## src/rtl/frq_pkg.sv

```systemverilog
package frq_pkg;
  typedef enum logic [1:0] {
    POL_OFF    = 2'b00,
    POL_REPEAT = 2'b01,
    POL_SINGLE = 2'b10,
    POL_SINGLE_ALT = 2'b11
  } frq_policy_e;

  localparam frq_policy_e POL_RESET = POL_SINGLE;
endpackage

```

## src/rtl/frq_width_counter.sv

```systemverilog
module frq_width_counter #(
  parameter int unsigned WORD_MIN = 1,
  parameter int unsigned BYTE_MIN = 2
) (
  input  logic clk_i,
  input  logic rst_ni,
  input  logic frame_i,
  input  logic byte_mode_i,
  output logic hit_o
);
  localparam int unsigned MAX_MIN = (WORD_MIN > BYTE_MIN) ? WORD_MIN : BYTE_MIN;
  localparam int unsigned CNT_W   = $clog2(MAX_MIN + 1);
  localparam logic [CNT_W-1:0] CNT_SAT  = {CNT_W{1'b1}};
  localparam logic [CNT_W-1:0] WORD_TGT = CNT_W'(WORD_MIN - 1);
  localparam logic [CNT_W-1:0] BYTE_TGT = CNT_W'(BYTE_MIN - 1);

  logic [CNT_W-1:0] cnt_q;
  logic [CNT_W-1:0] tgt;

  assign tgt   = byte_mode_i ? BYTE_TGT : WORD_TGT;
  // qualifies on the single edge where the high run reaches the minimum
  assign hit_o = frame_i && (cnt_q == tgt);

  always_ff @(posedge clk_i or negedge rst_ni) begin
    if (!rst_ni)             cnt_q <= '0;
    else if (!frame_i)       cnt_q <= '0;
    else if (cnt_q != CNT_SAT) cnt_q <= cnt_q + 1'b1;
  end
endmodule

```

## src/rtl/frq_policy_ctrl.sv

```systemverilog
module frq_policy_ctrl
  import frq_pkg::*;
(
  input  logic       clk_i,
  input  logic       rst_ni,
  input  logic       mode_wr_i,
  input  logic [1:0] mode_i,
  input  logic       hit_i,
  output logic       fire_o,
  output logic [1:0] mode_o,
  output logic       armed_o
);
  frq_policy_e pol_q;
  logic        armed_q;
  logic        single;

  assign single = pol_q[1];

  always_comb begin
    unique case (pol_q)
      POL_OFF:    fire_o = 1'b0;
      POL_REPEAT: fire_o = hit_i;
      default:    fire_o = hit_i && armed_q;
    endcase
  end

  always_ff @(posedge clk_i or negedge rst_ni) begin
    if (!rst_ni) begin
      pol_q   <= POL_RESET;
      armed_q <= 1'b1;
    end else if (mode_wr_i) begin
      pol_q   <= frq_policy_e'(mode_i);
      armed_q <= 1'b1;
    end else if (fire_o && single) begin
      armed_q <= 1'b0;
    end
  end

  assign mode_o  = pol_q;
  assign armed_o = armed_q;
endmodule

```

## src/rtl/frame_reset_qualifier.sv

```systemverilog
module frame_reset_qualifier #(
  parameter int unsigned WORD_MIN = 1,
  parameter int unsigned BYTE_MIN = 2
) (
  input  logic       clk_i,
  input  logic       rst_ni,
  input  logic       frame_i,
  input  logic       byte_mode_i,
  input  logic       mode_wr_i,
  input  logic [1:0] mode_i,
  output logic       strike_o,
  output logic       done_o
);
  logic       hit;
  logic       fire;
  logic [1:0] mode_q;
  logic       armed_q;
  logic       strike_q;
  logic       done_q;

  frq_width_counter #(.WORD_MIN(WORD_MIN), .BYTE_MIN(BYTE_MIN)) u_width (
    .clk_i      (clk_i),
    .rst_ni     (rst_ni),
    .frame_i    (frame_i),
    .byte_mode_i(byte_mode_i),
    .hit_o      (hit)
  );

  frq_policy_ctrl u_policy (
    .clk_i    (clk_i),
    .rst_ni   (rst_ni),
    .mode_wr_i(mode_wr_i),
    .mode_i   (mode_i),
    .hit_i    (hit),
    .fire_o   (fire),
    .mode_o   (mode_q),
    .armed_o  (armed_q)
  );

  always_ff @(posedge clk_i or negedge rst_ni) begin
    if (!rst_ni) begin
      strike_q <= 1'b0;
      done_q   <= 1'b0;
    end else begin
      strike_q <= fire;
      done_q   <= fire | (done_q & ~mode_wr_i);
    end
  end

  assign strike_o = strike_q;
  assign done_o   = done_q;
endmodule

```

## config.mk

```make
export PLATFORM = sky130hd
export DESIGN_NAME = frame_reset_qualifier
export DESIGN_NICKNAME = d
export VERILOG_FILES = /design/src/rtl/frq_pkg.sv /design/src/rtl/frq_width_counter.sv /design/src/rtl/frq_policy_ctrl.sv /design/src/rtl/frame_reset_qualifier.sv
export SDC_FILE = /design/constraint.sdc
export NUM_CORES = 1
export LEC_CHECK = 0
export CAP_MARGIN = 20
export CORE_AREA = 2 2 39 41
export CTS_CLUSTER_DIAMETER = 150
export DETAILED_ROUTE_END_ITERATION = 8
export DIE_AREA = 0 0 41 43
export DONT_BUFFER_PORTS = 1
export GPL_TIMING_DRIVEN = 0
export PLACE_DENSITY = 0.38
export SYNTH_ARGS = -nofsm -noshare
export SYNTH_HDL_FRONTEND = slang
export SYNTH_SLANG_ARGS = --single-unit
```

## constraint.sdc

```tcl
create_clock -name clk_i -period 1.1 [get_ports clk_i]
set_input_delay 0.22 -clock clk_i [delete_from_list [all_inputs] [get_ports clk_i]]
set_output_delay 0.22 -clock clk_i [all_outputs]
set_load 0.005 [all_outputs]
```

=== Word level (Yosys, flattened, before mapping) ===
Cells that the tools add are included.

* $add $sub $neg: 1
* Multipliers: 0
* Divide/modulo/power cells: 0
* Order comparisons: 0
* Equal/unequal tests: 4
* Shifts and indexed selects: 0
* Muxes and demuxes: 6
* Bitwise logic cells: 3
* Reduce and logical (&&, ||, !) cells: 5

{| class="wikitable"
|+ Operator list
! cell !! number
|-
| $mux W2 || 2
|-
| $logic_and A1 B1 Y1 || 3
|-
| $mux W1 || 3
|-
| $add A2 B1 Y2 const B || 1
|-
| $eq A2 B1 Y1 const B || 1
|-
| $eq A2 B2 Y1 || 1
|-
| $logic_not A2 Y1 || 1
|-
| $ne A2 B1 Y1 const B || 1
|-
| $ne A2 B2 Y1 const B || 1
|-
| $pmux W1 S2 || 1
|-
| $reduce_bool A2 Y1 || 1
|-
| $and A1 B1 Y1 || 1
|-
| $not A1 Y1 || 1
|-
| $or A1 B1 Y1 || 1
|}

* Flip-flop bits (word level): 7
* Latch bits: 0
* Bits in writable memories: 0
* Memory bits (read-only): 0
* Input bits: 7
* Output and inout port bits: 2
* Logic and storage cells: 24
* Memories: 0

=== Longest topological paths before layout ===
* Depth after elaboration: 8
* Gate-level depth with buffers: 3
* Mapped depth without buffers: 3

=== Hierarchy ===
From an unflattened synthesis, not the netlist that was laid out.

* Cells, all modules: 22
* Area, all modules: 305.3 sq um

{| class="wikitable"
|+ Modules (own cells, without submodules)
! module !! times used !! cells an instance !! area an instance (sq um) !! sequential area each (sq um)
|-
| frq_policy_ctrl || 1 || 9 || 128.9 || 77.6
|-
| frq_width_counter || 1 || 9 || 115.1 || 50.0
|-
| frame_reset_qualifier || 1 || 4 || 61.3 || 50.0
|}

=== Worst setup path before layout ===
Ideal clock, no wire load.

* Kind: reg-to-reg
* From: register u_width.cnt_q[0]
* To: register u_width.cnt_q[0]
* Library setup time: 0.119 ns
* Arrival: 0.884 ns
* Required time: 0.981 ns
* Slack: 0.097 ns
* Stages on the path, launching flop included: 4
* Buffers on the path: 0
* Path through: dfrtp_1 > ha_1 > xnor2_1 > and2_1

* Word-level cells in the longest chain between the ends: 3
* Elaborated cells on any way between the ends: 5
* Those cells by class: add/sub: 1; eq/ne: 2; mux: 2

{| class="wikitable"
|+ RTL lines
! item !! line !! source
|-
| from (decl) || frq_width_counter.sv:17 || <nowiki>logic [CNT_W-1:0] cnt_q;</nowiki>
|-
| from (signal assigned) || frq_width_counter.sv:27 || <nowiki>else if (cnt_q != CNT_SAT) cnt_q <= cnt_q + 1'b1;</nowiki>
|-
| $add A2 B1 Y2 || frq_width_counter.sv:27 ||
|-
| $mux W2 || frq_width_counter.sv:27 ||
|-
| $mux W2 || frq_width_counter.sv:26 || <nowiki>else if (!frame_i) cnt_q <= '0;</nowiki>
|}

Several ways; a longest one is shown, not always the timed one. The select of a mux whose other input is x is not followed.
A chain may end at the register's enable or synchronous reset.

=== Worst setup path in the final report ===
Same ends and word-level chain as after synthesis.

==> impl_metrics.env <==
export IMPL_timing_critical_path_slowest_stage_cell="sky130_fd_sc_hd__dfrtp_1"
export IMPL_drcViolationCount=0
export IMPL_crit_path_kind="reg -> reg"
export IMPL_cts_sinks=7
export IMPL_p_switching_mw=0.169
export IMPL_crit_path_start_kind="register"
export IMPL_iteration_0_drc_count_of_the_detailed_router=0
export IMPL_hold_buffers=1
export IMPL_holdCritPathClass="in -> reg"
export IMPL_worst_setup_hold_path_clk_slew_ns=0.05
export IMPL_final_min_period_over_clock_period_pct=94.8
export IMPL_cts_buffers=3
export IMPL_pin_count_of_the_biggest_net_entering_global_routing=8
export IMPL_die_y_um=43
export IMPL_mostFrequentLayoutCells="sky130_fd_sc_hd__dfrtp_1 (5), sky130_fd_sc_hd__clkbuf_4 (3)"
export IMPL_share_of_power_burned_in_the_clock_network_pct=34.3
export IMPL_die_area_um2=1760
export IMPL_critPathMaxFanout=3
export IMPL_core_um2=1380
export IMPL_clock_tree_from_tritoncts="yes"
export IMPL_synth_lib_cells_used_distinct=14
export IMPL_die_width_um=41
export IMPL_cp_end_kind="register"
export IMPL_vias=183
export IMPL_slowest_delay_ns=0.41
export IMPL_grt_overflow=0
export IMPL_ant_nets=0
export IMPL_routabilityCongestion=0.548
export IMPL_synth_area_per_cell_um2=13.0
export IMPL_first_pass_grt_wire_length_um=952
export IMPL_syn_nets=31
export IMPL_route_final_wire_length_um=539
export IMPL_mappedNetlistArea_um2=299
export IMPL_post_drt_wl_per_cell_um=12.3
export IMPL_drive_above_1_share_pct=17.9
export IMPL_diodes=0
export IMPL_synth_seq_cells=7
export IMPL_antenna_violations_before_repair=0
export IMPL_area_growth_from_synthesis_to_final_layout_pct=18.8
export IMPL_fin_ws_ns=0.0577
export IMPL_number_of_i_o_pins=9
export IMPL_slew_headroom_pct=77.6
export IMPL_crit_required_ns=1.24
export IMPL_worst_ep_arrival_time_ns=1.18
export IMPL_total_of_fill_cells_in_the_finished_design=149
export IMPL_port_buffers=0
export IMPL_final_common_cell="sky130_fd_sc_hd__dfrtp_1"
export IMPL_power_density_nw_per_um2=1880
export IMPL_achievable_freq_mhz=959
export IMPL_finish_net_count=37
export IMPL_critical_path_cell_chain="ha_1 -> xnor2_1 -> and2_1"
export IMPL_multi_input_area_um2=118
export IMPL_cts_setup_buffers=0
export IMPL_r2r_slack_ns=0.06
export IMPL_drt_pre_antenna_iters=1
export IMPL_cts_root_buffer_cell="sky130_fd_sc_hd__clkbuf_4"
export IMPL_cts_buffer_depth=2
export IMPL_comb_power_share_pct=15.2
export IMPL_hold_viol=0
export IMPL_syn_inst=23
export IMPL_p_leak_nw=0.152
export IMPL_synth_sequential_area_ratio_pct=59.4
export IMPL_grt_setup_unrepaired="false"
export IMPL_fin_crit_ns=1.04
export IMPL_status="complete, no violations"
export IMPL_ctsHtreeMaxLevel=1
export IMPL_fp_row_count=14
export IMPL_vdd_ir_drop_max_uv=526
export IMPL_post_cts_resize_count=0
export IMPL_report_final_slew_viol_count=0
export IMPL_vias_in_the_first_global_route=228
export IMPL_worst_r2r_path_depth=3
export IMPL_grt_usage_pct=8.77
export IMPL_hold_path_depth=1
export IMPL_maxCapViolations=0
export IMPL_start_util_pct=21.6
export IMPL_power_sequential_fraction_pct=50.5
export IMPL_detail_routed_via_count_per_cell=4.16
export IMPL_post_route_skew_ns=0.00572
export IMPL_dp_worst_setup_slack_ns=0.0603
export IMPL_timing_setup_tns_ns=0
export IMPL_synthesis_yosys_warnings=0
export IMPL_sequential_cell_area_um2=178
export IMPL_internal_power_mw=0.500
export IMPL_timing_worst_slew_pin_value_ns=0.334
export IMPL_sw_frac_of_total_pct=25.3
export IMPL_clock_latency_ns=0.25
export IMPL_setup_viol_count_final=0
==> critical path, delay by kind of cell (launching register included) <==
family                     cells  cell delay, ns
and+or+nand+nor                1            0.15
xor gates and xnor gates       1            0.13
DFF                            1            0.41
adders and majority gates      1            0.25
==> cells in the mapped netlist (all sizes together) <==
master	count	area, um^2
inv	1	3.75
mux2i	2	20.0
nand2	1	3.75
nand3	1	5.00
a21o	1	7.51
dfrtp	5	125
nor2b	2	12.5
mux2	2	22.5
dfstp	2	52.6
ha	1	12.5
xnor2	2	17.5
and2	1	6.26
nor2	1	3.75
o22ai	1	6.26
==> flip-flops by register name, summed over array words and instances (netlist names) <==
| name | count |
|---|---|
| done_o | 1 |
| strike_o | 1 |
| u_policy.armed_o | 1 |
| u_policy.mode_o | 2 |
| u_width.cnt_q | 2 |
==> kinds of logic (layout without fill, tap and decap cells) <==
family          Yosys count  after routing  synth area share (%)
buf+inv                   1              6                  1.25
mux                       4              4                  14.2
xor+xnor                  2              2                  5.86
flops                     7              7                  59.4
simple gates              6              6                  10.5
compound gates            2              2                  4.60
fa+ha+maj                 1              1                  4.18
==> stage by stage <==
stage               total power [mW]  instances  instance area [um^2]  hold slack [ns]  util, %
floorplan                      0.417         23                   299          -0.0756        -
CTS                            0.693         44                   355           0.0521     25.7
global route                   0.727         44                   355           0.0609     25.7
finish                         0.669         44                   355           0.0652     25.7
detailed placement             0.442         39                   319          -0.0754     23.1
global placement               0.432         39                   319          -0.0754     23.1
==> power by group through the flow <==
stage	Sequential (mW)	Clock, mW	Combinational (mW)
detailed placement	0.344	0	0.0974
global route	0.345	0.263	0.119
finish	0.338	0.229	0.101
floorplan	0.334	0	0.0824
CTS	0.340	0.246	0.107
global placement	0.341	0	0.0913
==> final timing paths <==
path                                          from                  to
worst max-delay path              u_width.cnt_q[0]    u_width.cnt_q[0]
max in group asynchronous                   rst_ni  u_policy.mode_o[1]
min in group asynchronous                   rst_ni    u_width.cnt_q[0]
worst min-delay path                     mode_wr_i    u_policy.armed_o
worst min register to register  u_policy.mode_o[0]  u_policy.mode_o[0]
worst max register to register    u_width.cnt_q[0]    u_width.cnt_q[0]
==> layout make-up <==
cell class	count	share of cell area, %
inverters	1	1.06
repair buffers	1	2.82
flip-flops and latches	7	50.0
well taps	16	5.63
clock buffers	4	7.39
multi-input cells	15	33.1
==> metal layers <==
layer  vias to the layer above  GRT usage (%)  part of all wire [%]
met3                         0           5.24                   5.8
met1                        90           9.12                    39
met2                         4           12.5                    55
li1                         89              -                     -
met4                         0           6.00                     0
met5                         -              0                     0
Note: power is estimated with default switching activity, not from simulation.
